### config.mk
export PLATFORM = sky130hd
export DESIGN_NAME = spi_strobe_engine
export DESIGN_NICKNAME = d
export VERILOG_FILES = /design/src/rtl/spi_se_pkg.sv /design/src/rtl/spi_se_ctrlreg.sv /design/src/rtl/spi_se_shifter.sv /design/src/rtl/spi_strobe_engine.sv
export SDC_FILE = /design/constraint.sdc
export NUM_CORES = 1
export LEC_CHECK = 0
export BUFFER_PORTS_ARGS = -buffer_cell sky130_fd_sc_hd__buf_2
export CORE_ASPECT_RATIO = 1.25
export CORE_UTILIZATION = 47
export DETAILED_ROUTE_END_ITERATION = 12
export HOLD_SLACK_MARGIN = 0.08
export PLACE_DENSITY_LB_ADDON = 0.15
export SLEW_MARGIN = 40
export SYNTH_ARGS = -nofsm -noshare
export SYNTH_HDL_FRONTEND = slang
export SYNTH_HIERARCHICAL = 1
export SYNTH_SLANG_ARGS = --single-unit
### constraint.sdc
create_clock -name clk -period 5.4 [get_ports clk]
set_input_delay 0.54 -clock clk [delete_from_list [all_inputs] [get_ports clk]]
set_output_delay 0.54 -clock clk [all_outputs]
set_load 0.02 [all_outputs]
### src/rtl/spi_se_pkg.sv
package spi_se_pkg;
    localparam int unsigned REG_W     = 32;
    localparam int unsigned EN_BIT    = 0;
    localparam int unsigned ORDER_BIT = 1;
    localparam int unsigned PULSE_BIT = 2;
    localparam int unsigned WID_LSB   = 4;
    localparam int unsigned WID_W     = 4;

    typedef enum logic [1:0] {
        ST_SLEEP = 2'd0,
        ST_SETUP = 2'd1,
        ST_STRB  = 2'd2,
        ST_SHFT  = 2'd3
    } eng_state_e;

    typedef struct packed {
        logic             en;
        logic             lsb_first;
        logic             pulse;
        logic [WID_W-1:0] width;
    } cfg_t;
endpackage

### src/rtl/spi_se_ctrlreg.sv
module spi_se_ctrlreg
    import spi_se_pkg::*;
(
    input  logic             clk,
    input  logic             rst_n,
    input  logic             wr,
    input  logic [REG_W-1:0] wdata,
    input  logic             lock,
    output cfg_t             cfg,
    output logic [REG_W-1:0] rdata
);
    cfg_t cfg_d, cfg_q;

    always_comb begin
        cfg_d = cfg_q;
        if (wr && !lock) begin
            if (wdata[EN_BIT]) begin
                cfg_d.en        = 1'b1;
                cfg_d.lsb_first = wdata[ORDER_BIT];
                cfg_d.pulse     = wdata[PULSE_BIT];
                cfg_d.width     = wdata[WID_LSB +: WID_W];
            end else begin
                cfg_d = '0;
            end
        end
    end

    always_ff @(posedge clk or negedge rst_n) begin
        if (!rst_n) cfg_q <= '0;
        else        cfg_q <= cfg_d;
    end

    always_comb begin
        rdata                      = '0;
        rdata[EN_BIT]              = cfg_q.en;
        rdata[ORDER_BIT]           = cfg_q.lsb_first;
        rdata[PULSE_BIT]           = cfg_q.pulse;
        rdata[WID_LSB +: WID_W]    = cfg_q.width;
    end

    assign cfg = cfg_q;


    locked_write_chk: assert property (@(posedge clk) disable iff (!rst_n)
        (lock && wr) |=> $stable(cfg_q));
endmodule

### src/rtl/spi_se_shifter.sv
module spi_se_shifter #(
    parameter int unsigned WORD_W = 8
) (
    input  logic              clk,
    input  logic              rst_n,
    input  logic              clear,
    input  logic              load,
    input  logic [WORD_W-1:0] tx_word,
    input  logic              lsb_first,
    input  logic              shift_out,
    input  logic              sample_in,
    input  logic              miso,
    input  logic              commit,
    output logic              mosi,
    output logic [WORD_W-1:0] rx_word
);
    typedef struct packed {
        logic [WORD_W-1:0] tx;
        logic [WORD_W-1:0] rx;
        logic [WORD_W-1:0] rxw;
    } sh_t;

    sh_t d, q;

    always_comb begin
        d = q;
        if (clear) begin
            d = '0;
        end else begin
            if (load) begin
                d.tx = tx_word;
                d.rx = '0;
            end else if (shift_out) begin
                d.tx = lsb_first ? (q.tx >> 1) : (q.tx << 1);
            end
            if (sample_in) begin
                d.rx = lsb_first ? {miso, q.rx[WORD_W-1:1]}
                                 : {q.rx[WORD_W-2:0], miso};
            end
            if (commit) d.rxw = q.rx;
        end
    end

    always_ff @(posedge clk or negedge rst_n) begin
        if (!rst_n) q <= '0;
        else        q <= d;
    end

    assign mosi    = lsb_first ? q.tx[0] : q.tx[WORD_W-1];
    assign rx_word = q.rxw;


    sleep_rx_clear_chk: assert property (@(posedge clk) disable iff (!rst_n)
        clear |=> (rx_word == '0));
endmodule

### src/rtl/spi_strobe_engine.sv
module spi_strobe_engine
    import spi_se_pkg::*;
#(
    parameter int unsigned HALF_LOG2 = 1,
    parameter int unsigned WORD_W    = 8
) (
    input  logic        clk,
    input  logic        rst_n,
    input  logic        reg_wr,
    input  logic [31:0] reg_wdata,
    output logic [31:0] reg_rdata,
    input  logic        start,
    input  logic [WORD_W-1:0] tx_word,
    input  logic        miso,
    output logic        sck,
    output logic        mosi,
    output logic        strobe,
    output logic [WORD_W-1:0] rx_word,
    output logic        done
);
    localparam int unsigned TW   = HALF_LOG2 + 1;
    localparam int unsigned HALF = 2 ** HALF_LOG2;
    localparam int unsigned BCW  = $clog2(WORD_W);

    typedef struct packed {
        eng_state_e       st;
        logic [TW-1:0]    tick;
        logic [WID_W-1:0] slot;
        logic [BCW-1:0]   bitn;
        logic             sck;
        logic             strobe;
        logic             done;
    } eng_t;

    eng_t d, q;
    cfg_t cfg;
    logic busy, load, rise, fall, commit;

    assign busy = (q.st == ST_STRB) || (q.st == ST_SHFT);

    spi_se_ctrlreg i_reg (
        .clk   (clk),
        .rst_n (rst_n),
        .wr    (reg_wr),
        .wdata (reg_wdata),
        .lock  (busy),
        .cfg   (cfg),
        .rdata (reg_rdata)
    );

    always_comb begin
        d      = q;
        d.done = 1'b0;
        load   = 1'b0;
        commit = 1'b0;
        rise   = (q.st == ST_SHFT) && (q.tick == TW'(HALF - 1));
        fall   = (q.st == ST_SHFT) && (&q.tick);
        unique case (q.st)
            ST_SLEEP: begin
                d = '0;
                if (cfg.en) d.st = ST_SETUP;
            end
            ST_SETUP: begin
                if (!cfg.en) begin
                    d = '0;
                end else if (start) begin
                    load     = 1'b1;
                    d.tick   = '0;
                    d.slot   = '0;
                    d.bitn   = '0;
                    d.strobe = 1'b1;
                    d.st     = cfg.pulse ? ST_STRB : ST_SHFT;
                end
            end
            ST_STRB: begin
                d.tick = q.tick + 1'b1;
                if (&q.tick) begin
                    if (q.slot == cfg.width) begin
                        d.st     = ST_SHFT;
                        d.strobe = 1'b0;
                    end else begin
                        d.slot = q.slot + 1'b1;
                    end
                end
            end
            ST_SHFT: begin
                d.tick = q.tick + 1'b1;
                if (&q.tick) begin
                    d.bitn = q.bitn + 1'b1;
                    if (q.bitn == BCW'(WORD_W - 1)) begin
                        d.st     = ST_SETUP;
                        d.strobe = 1'b0;
                        d.done   = 1'b1;
                        commit   = 1'b1;
                    end
                end
            end
            default: d = '0;
        endcase
        d.sck = (d.st == ST_SHFT) && d.tick[TW-1];
    end

    always_ff @(posedge clk or negedge rst_n) begin
        if (!rst_n) q <= '0;
        else        q <= d;
    end

    spi_se_shifter #(.WORD_W(WORD_W)) i_shift (
        .clk       (clk),
        .rst_n     (rst_n),
        .clear     (q.st == ST_SLEEP),
        .load      (load),
        .tx_word   (tx_word),
        .lsb_first (cfg.lsb_first),
        .shift_out (fall),
        .sample_in (rise),
        .miso      (miso),
        .commit    (commit),
        .mosi      (mosi),
        .rx_word   (rx_word)
    );

    assign sck    = q.sck;
    assign strobe = q.strobe;
    assign done   = q.done;


    done_pulse_chk: assert property (@(posedge clk) disable iff (!rst_n)
        done |=> !done);

    strobe_sck_excl_chk: assert property (@(posedge clk) disable iff (!rst_n)
        (sck && cfg.pulse) |-> !strobe);

    sleep_quiet_chk: assert property (@(posedge clk) disable iff (!rst_n)
        !cfg.en |-> (!strobe && !sck));

    sck_idle_chk: assert property (@(posedge clk) disable iff (!rst_n)
        (q.st != ST_SHFT) |-> !sck);

    mosi_stable_chk: assert property (@(posedge clk) disable iff (!rst_n)
        ((q.st == ST_SHFT) && ($past(q.st) == ST_SHFT) && !$fell(sck)) |-> $stable(mosi));
endmodule

After elaboration in Yosys (flattened, before gate mapping):

Index checks and enable logic that the tools add are counted.

* reductions and logical operators: 16
* equality and inequality tests: 13
* add/sub/neg operators: 3
* muxes and demuxes: 38

Operators with widths (count)
* 8-bit 2-to-1 mux: 7
* 24-bit 2-to-1 mux: 1
* 11-bit 2-to-1 mux: 2
* 4-bit one-hot mux with 4 select lines: 1
* 1-bit 2-to-1 mux: 14
* 2-bit 2-to-1 mux: 6
* 4-bit one-hot mux with 3 select lines: 1
* 3-bit nonzero test: 4
* 3-bit one-hot mux with 3 select lines: 1
* 4-bit 2-to-1 mux: 2
* 2-bit by 1-bit != test with 1-bit output (second input constant): 4
* 7-bit 2-to-1 mux: 1
* 2-bit == test (second input constant): 3
* 5-bit AND reduction: 1
* 4-bit by 1-bit adder with 4-bit output (second input constant): 1
* 2-bit by 1-bit == test with 1-bit output (second input constant): 2
* 4-bit == test: 1
* 1-bit logical AND: 4
* 1-bit one-hot mux with 4 select lines: 1
* 4-bit AND reduction: 1
* 3-bit by 1-bit adder with 3-bit output (second input constant): 1
* 3-bit == test (second input constant): 1
* 3-bit 2-to-1 mux: 1
* 3-bit != test (second input constant): 1
* other kinds (8): 8

* bits of input ports: 45
* word-level logic and storage cells: 85
* register bits: 45
* output and inout bits: 44

Logic depth before layout (Yosys ltp):

Gate-level depths: netlist (run 1).

* depth in word-level cells: 6
* depth in mapped cells: 8
* mapped depth without buffers: 6

Modules after synthesis:

The synthesis (run 1) kept the hierarchy.

Modules (own cells, without submodules)
* spi_se_shifter: instances 1, area each 1256.2 um2, cells each 105, sequential area each 600.6 um2
* spi_strobe_engine: instances 1, area each 962.2 um2, cells each 101, sequential area each 350.3 um2
* spi_se_ctrlreg: instances 1, area each 564.3 um2, cells each 61, sequential area each 175.2 um2

Worst setup path before layout (run 1):

No wires, ideal clock.

* kind: register to register
* start: reg, netlist name q[10]
* end: reg i_shift/q[20] in the netlist's numbering
* path buffers: 1
* stages on the path, launching flop included: 6
* required time: 5.333 ns
* library setup time: 0.067 ns
* path slack: 3.608 ns
* arrival: 1.725 ns
* period minus slack after synthesis: 1.792 ns
* cell sequence: dfrtp_1 > ha_1 > clkbuf_1 > and2_1 > nor3b_1 > a221o_1

RTL lines
* end signal: assignment: RTL line spi_se_shifter.sv:45 `if (!rst_n) q <= '0;`
* end signal: assignment: RTL line spi_se_shifter.sv:46 `else q <= d;`
* end: declaration: RTL line spi_se_shifter.sv:23 `sh_t d, q;`

==> results.sh, run 1 <==
export IMPL_outcome="finished, final reports clean"
export IMPL_dr_wl_met3_um=193
export IMPL_yosysWarnings=6
export IMPL_cts_hold_buf=0
export IMPL_dr_wl_met2_um=2356
export IMPL_diodes=0
export IMPL_start_util_pct=50.09
export IMPL_avgSynthCellArea_sq_um=10.42
export IMPL_maxCapViolCount=0
export IMPL_cts_root_buf="clkbuf_8"
export IMPL_yosysTopAreaCellShare_pct=40.47
export IMPL_grt_util_all_layers_pct=16.99
export IMPL_ios=89
export IMPL_end_kind="flop"
export IMPL_synth_edf_count=0
export IMPL_cts_sinks=45
export IMPL_hp_class="in -> async"
export IMPL_synth_cells=267
export IMPL_cp_required_ns=5.64
export IMPL_postSynth_asyncResetShare_pct=100.0
export IMPL_vias=1857
export IMPL_grt_setup_unrepaired="no"
export IMPL_drive_gt1_share_pct=21.83
export IMPL_drc_errors=0
export IMPL_finalSetupTns_ns=0
export IMPL_cts_tree="yes"
export IMPL_fin_hold_ws_ns=0.2384
export IMPL_yosysTopAreaCell="dfrtp_1"
export IMPL_wl_per_cell_um=14.36
export IMPL_fmax_mhz=426.9
export IMPL_pwr_share_clk_pct=29.8
export IMPL_p_int_mw=0.6027
export IMPL_tightest_slew_ns=0.7081
export IMPL_synth_main_ff_cell="dfrtp_1"
export IMPL_synthTopCellsByArea="dfrtp_1 40%, buf_4 11%, mux2i_1 8.3%"
export IMPL_report_final_slew_viol_count=0
export IMPL_wirelength_met1_um=2392
export IMPL_grt_pass1_vias=1689
export IMPL_critPathLaunchType="flop"
export IMPL_clk_pin_slew_ns=0.09
export IMPL_ys_ff_latch=45
export IMPL_postCtsSetupRepairBufs=0
export IMPL_finalHoldViolations=0
export IMPL_cts_buffers=5
export IMPL_vdd_drop_max_mv=0.1862
export IMPL_grt_pass1_wl_um=8307
export IMPL_utilization_pct=51.82
export IMPL_fp_dieW_um=70.82
export IMPL_cp_arrival_ns=2.58
export IMPL_num_rows=30
export IMPL_gp_congestion=0.7865
export IMPL_period_needed_ns=2.343
export IMPL_drt_total_wl_um=4998
export IMPL_power_density_nw_per_um2=313.0
export IMPL_cts_path_max_buffers=2
export IMPL_yosysSeqAreaShare_pct=40.47
export IMPL_routed_top_layer="met4"
export IMPL_drt_iter0_markers=118
export IMPL_setup_viol=0
export IMPL_antenna_found_initial=0
export IMPL_cts_htree_levels=2
export IMPL_die_h_um=88.03
export IMPL_clk_latency_ns=0.30
export IMPL_pwr_share_seq_pct=43.4
export IMPL_grt_max_degree=46
export IMPL_fin_nets=337
export IMPL_power_switching_mw=0.2984
export IMPL_synth_area_sq_um=2783
export IMPL_vias_per_cell=5.336
export IMPL_maxSlewHeadroom_pct=52.69
export IMPL_clock_skew_ns=0.01001
export IMPL_setup_worst_path_class="reg -> reg"
export IMPL_coreArea_sq_um=5555
export IMPL_power_leakage_nw=1.416
export IMPL_io_buffers=38
export IMPL_dp_hpwl_um=3416
export IMPL_p_sw_share_pct=33.12
export IMPL_postRouteAntennaNets=0
export IMPL_syn_to_final_growth_pct=3.462
export IMPL_drtPass1Iterations=6
export IMPL_cts_resized=0
export IMPL_crit_path_max_fanout=15
export IMPL_die_area_sq_um=6234
export IMPL_synth_cell_types=49
export IMPL_pwr_share_comb_pct=26.7
export IMPL_finalCritPeriodShare_pct=43.38
export IMPL_overflow=0
[worst max-delay path, stage by stage (launching register included)]
cell	delay, ns
dfrtp_1	0.41
ha_1	0.52
and2_1	0.43
nor3b_1	0.64
a221o_1	0.28
[cell usage in the layout, fill, tap and decap left out, drive strengths merged, types with 3 or more instances in the layout]
master,count
mux2i,23
o22ai,4
o211ai,3
a221o,6
mux2,9
nand2,13
o21ai,4
nand4,3
nor3,3
conb,25
and2,3
nand3,4
xnor2,4
nor4b,6
nor2b,6
nor2,12
inv,17
dfrtp,45
o31ai,3
o2bb2ai,9
clkbuf,6
and3,4
ha,9
nand2b,3
buf,38
[synth_stat cells, types with 3 or more instances]
| library cell | number |
|---|---|
| buf_4 | 42 |
| xnor2_1 | 4 |
| and2_1 | 3 |
| buf_2 | 3 |
| o22ai_1 | 4 |
| nand2b_1 | 3 |
| nand2_1 | 13 |
| o211ai_1 | 3 |
| ha_1 | 9 |
| dfrtp_1 | 45 |
| a221o_1 | 6 |
| nand3_1 | 4 |
| o2bb2ai_1 | 9 |
| and3_1 | 4 |
| o31ai_1 | 3 |
| buf_6 | 4 |
| inv_1 | 17 |
| mux2_2 | 6 |
| o21ai_0 | 4 |
| nor4b_1 | 6 |
| nor2_1 | 12 |
| mux2i_1 | 23 |
| nor2b_1 | 5 |
[sequential cells by signal, summed over array words and instances, names as in the netlist]
name             cells
q                   11
i_shift/q           16
strobe               1
i_shift/rx_word      8
i_reg/cfg            7
done                 1
sck                  1
[power by group through the flow]
stage / Sequential (mW) / Combinational (mW) / Clock [mW]
2_1_floorplan: 0.389 / 0.213 / 0
3_3_place_gp: 0.398 / 0.236 / 0
3_5_place_dp: 0.398 / 0.240 / 0
4_1_cts: 0.392 / 0.241 / 0.275
5_1_grt: 0.396 / 0.263 / 0.285
6_report: 0.391 / 0.241 / 0.269
[layer usage]
layer | vias to the layer above | GRT usage [%]
li1 | 908 | -
met1 | 895 | 22.94
met2 | 48 | 27.53
met3 | 6 | 3.797
met4 | 0 | 4.909
met5 | - | 0
[cell families after synthesis]
family	Yosys count	synth area share, %
and+or+nand+nor	65	13.80
buffers and inverters	70	16.32
other	1	0.1348
xor gates and xnor gates	4	1.259
AOI/OAI and AO/OA	41	11.78
DFF	45	40.47
muxes	32	12.19
adders and majority gates	9	4.047
[worst paths after layout]
path	endpoint	startpoint	slack (ns)	cells after the start
max in group asynchronous	i_reg/cfg[5]	rst_n	4.75	1
hold reg to reg	strobe	strobe	0.51	1
hold / removal	q[12]	rst_n	0.24	1
setup reg to reg	i_shift/q[20]	q[13]	3.06	4
setup / recovery	i_shift/q[20]	q[13]	3.06	4
min in group clk	i_shift/q[18]	tx_word[2]	0.47	2
[cell type report]
| cell class | instances | area, sq um |
|---|---|---|
| multi-input combinational | 176 | 1295 |
| clock buffer | 6 | 82.58 |
| fill | 529 | 2676 |
| sequential | 45 | 1127 |
| clock inverter | 2 | 37.54 |
| timing repair buffer | 38 | 192.7 |
| inverter | 17 | 63.81 |
| tap | 64 | 80.08 |
[stage by stage]
| stage | power [mW] | worst slack, ns | std cells | instance area, sq um |
|---|---|---|---|---|
| 2_1_floorplan | 0.6025 | 3.608 | 291 | 2873 |
| 3_3_place_gp | 0.6341 | 3.041 | 340 | 2753 |
| 3_5_place_dp | 0.6381 | 3.086 | 340 | 2758 |
| 4_1_cts | 0.9069 | 3.062 | 348 | 2878 |
| 5_1_grt | 0.9448 | 2.852 | 348 | 2879 |
| 6_report | 0.9011 | 3.057 | 348 | 2879 |
(Power assumes the default switching activity.)
==> run 2: changes to the inputs <==
--- a/config.mk
+++ b/config.mk
@@ -5,6 +5,7 @@
 export SDC_FILE = /design/constraint.sdc
 export NUM_CORES = 1
 export LEC_CHECK = 0
+export ABC_AREA = 1
 export BUFFER_PORTS_ARGS = -buffer_cell sky130_fd_sc_hd__buf_2
 export CORE_ASPECT_RATIO = 1.25
 export CORE_UTILIZATION = 47
==> constraint.sdc (replaced) <==
create_clock -name clk -period 2.2 [get_ports clk]
set_input_delay 0.22 -clock clk [delete_from_list [all_inputs] [get_ports clk]]
set_output_delay 0.22 -clock clk [all_outputs]
set_load 0.02 [all_outputs]
==> run 2 against run 1 <==
Net effect:
- the run now ends with DRC left
- clock skew up 0.0024 ns
- routed wire length rose by 2.6%
- design area rose by 3.5%
- setup slack worse by 2.7 ns
- critical path type unchanged
- highest routed layer unchanged
==> results.sh, run 2 <==
export IMPL_cts_root_buf="clkbuf_8"
export IMPL_postCtsSetupRepairBufs=0
export IMPL_gp_congestion=0.7903
export IMPL_cts_resized=0
export IMPL_fmax_mhz=547.2
export IMPL_coreArea_sq_um=5818
export IMPL_power_mw=2.203
export IMPL_crit_slowest_cell="dfrtp_1"
export IMPL_setup_slack_ns=0.3726
export IMPL_vdd_drop_max_mv=0.4149
export IMPL_r2r_cells=7
export IMPL_start_util_pct=48.62
export IMPL_end_kind="flop"
export IMPL_io_buffers=38
export IMPL_synth_main_ff_cell="dfrtp_1"
export IMPL_yosysTopAreaCellShare_pct=39.81
export IMPL_yosysTopAreaCell="dfrtp_1"
export IMPL_stdcell_area_sq_um=2979
export IMPL_finalSetupTns_ns=0
export IMPL_synth_cell_types=30
export IMPL_drt_iter0_markers=91
export IMPL_grt_max_degree=19
export IMPL_grt_util_all_layers_pct=17.38
export IMPL_setup_worst_path_class="reg -> reg"
export IMPL_min_from="reg_wdata[7]"
export IMPL_tightest_slew_ns=0.5509
export IMPL_yosysSeqAreaShare_pct=39.81
export IMPL_syn_to_final_growth_pct=5.307
export IMPL_clock_skew_ns=0.01240
export IMPL_maxSlewHeadroom_pct=63.07
export IMPL_cp_required_ns=2.38
export IMPL_cp_arrival_ns=2.01
export IMPL_rr_startpoint="q[13]"
export IMPL_vias=2188
export IMPL_critPathLaunchType="flop"
export IMPL_cts_buffers=5
export IMPL_cts_path_max_buffers=2
export IMPL_synthTopCellsByArea="dfrtp_1 40%, nand2_1 14%, buf_4 11%"
export IMPL_report_final_slew_viol_count=0
export IMPL_grt_pass1_vias=1905
export IMPL_diodes=0
export IMPL_finalHoldViolations=0
export IMPL_violations="DRC"
export IMPL_min_to="i_reg/cfg[3]"
export IMPL_drt_total_wl_um=5130
export IMPL_r2r_slack_ns=0.37
export IMPL_num_rows=31
export IMPL_ys_ff_latch=45
export IMPL_hp_class="in -> reg"
export IMPL_setup_viol=0
export IMPL_dpl_cell_area_sq_um=2875
export IMPL_hold_path_depth=5
export IMPL_avgSynthCellArea_sq_um=7.729
export IMPL_synth_cells=366
export IMPL_power_leakage_nw=1.674
export IMPL_power_density_nw_per_um2=739.5
export IMPL_r2r_end="i_shift/q[8]"
export IMPL_period_needed_ns=1.827
export IMPL_dp_hpwl_um=3876
export IMPL_vias_per_cell=4.746
export IMPL_yosysMostFrequentCell="nand2_1"
export IMPL_path_delay_family="simple AND/OR/NAND/NOR gates"
export IMPL_synth_area_sq_um=2829
export IMPL_cts_hold_buf=1
export IMPL_synth_common_cells="109 x nand2_1, 49 x inv_1, 45 x dfrtp_1"
export IMPL_postRouteAntennaNets=0
export IMPL_yosysWarnings=6
export IMPL_die_h_um=88.74
export IMPL_antenna_found_initial=0
export IMPL_drive_gt1_share_pct=20.25
export IMPL_synth_edf_count=0
export IMPL_wl_per_cell_um=11.13
export IMPL_drc_errors=3
export IMPL_crit_buf_inv=2
export IMPL_grt_setup_unrepaired="no"
export IMPL_max_stage_delay_ns=0.44
export IMPL_grt_pass1_wl_um=8645
export IMPL_layout_commonest_cell="nand2_1"
export IMPL_crit_path_max_fanout=16
export IMPL_fp_dieW_um=71.39
export IMPL_pre_cts_slack_ns=0.3945
export IMPL_cts_sinks=45
export IMPL_drtPass1Iterations=8
export IMPL_ios=89
export IMPL_mostFrequentLayoutCells="109 x nand2_1, 49 x inv_1, 45 x dfrtp_1"
export IMPL_worstPathCellList="inv_1 -> ha_1 -> nand2_2 -> nor2_2 -> inv_2 -> nand3_1 -> o21ai_0"
export IMPL_fin_nets=448
export IMPL_die_area_sq_um=6335
export IMPL_maxCapViolCount=0
export IMPL_postSynth_asyncResetShare_pct=100.0
export IMPL_largest_reg_flops=16
export IMPL_cts_tree="yes"
export IMPL_overflow=0
export IMPL_top_register="i_shift/q"
export IMPL_clk_pin_slew_ns=0.10
export IMPL_clk_latency_ns=0.30
export IMPL_outcome="complete, but fails checks"
export IMPL_finalCritPeriodShare_pct=83.06
export IMPL_cts_htree_levels=2
## run 2: changes by cell type in the layout (fill, tap and decap cells not counted), moves of 7 or more
cell | previous run | this run
inv_1 | 17 | 49
nand3_1 | 4 | 19
nand2_1 | 13 | 109
nor2_4 | 0 | 7
o2bb2ai_1 | 9 | 0
o21ai_0 | 4 | 11
inv_2 | 0 | 8
mux2i_1 | 23 | 1
## run 2: cell type report
| type | instances | area [sq um] |
|---|---|---|
| clock inverter | 3 | 25.02 |
| tap | 66 | 82.58 |
| fill | 578 | 2839 |
| clock buffer | 5 | 68.82 |
| sequential | 45 | 1126 |
| inverter | 57 | 214.0 |
| multi-input combinational | 243 | 1240 |
| timing repair buffer | 42 | 222.7 |
## run 2: report_power, final
group | total (mW) | switching, mW | internal [mW]
Combinational | 0.739 | 0.525 | 0.214
Clock | 0.530 | 0.300 | 0.229
Sequential | 0.935 | 0.0568 | 0.878
Total | 2.20 | 0.882 | 1.32
## run 2: kinds of logic after synthesis
kind of cell	count (synthesis)	synth area share, %
flops	45	39.81
other cells	1	0.1326
xor+xnor	1	0.3097
compound gates	35	7.784
simple gates	172	28.09
fa+ha+maj	9	3.981
mux	1	0.3538
buf+inv	102	19.55
## run 2: worst max-delay path by stage
stage / slack, ns / start / cells past startpoint / to
CTS: 0.39 / q[13] / 7 / i_shift/q[8]
global placement: 0.43 / q[13] / 7 / i_shift/q[8]
detailed placement: 0.39 / q[13] / 7 / i_shift/q[8]
global route: 0.22 / q[13] / 7 / i_shift/q[9]
finish: 0.37 / q[13] / 7 / i_shift/q[8]
floorplan: 0.70 / q[13] / 10 / i_shift/q[21]
## run 2: worst register-to-register path: stages, from the launching register on
cell     delay [ns]
dfrtp_1        0.44
inv_1          0.10
ha_1           0.16
nand2_2        0.10
nor2_2         0.28
inv_2          0.22
nand3_1        0.27
o21ai_0        0.14
## run 2: through the flow
| step | instances | hold slack, ns | utilization [%] |
|---|---|---|---|
| 6_report | 461 | 0.1974 | 51.20 |
| 5_1_grt | 461 | 0.1969 | 51.20 |
| 4_1_cts | 461 | 0.1924 | 51.20 |
| 3_5_place_dp | 452 | 0.1746 | 49.42 |
| 3_3_place_gp | 452 | 0.1783 | 49.42 |
| 2_1_floorplan | 390 | -0.07559 | - |
## run 2: per-layer routing
metal	wire length [um]	part of all wire, %	global-route usage [%]
met1	2208	43	20.60
met2	2638	51	31.95
met3	226	4.4	3.417
met4	58	1.1	4.909
met5	0	0	0
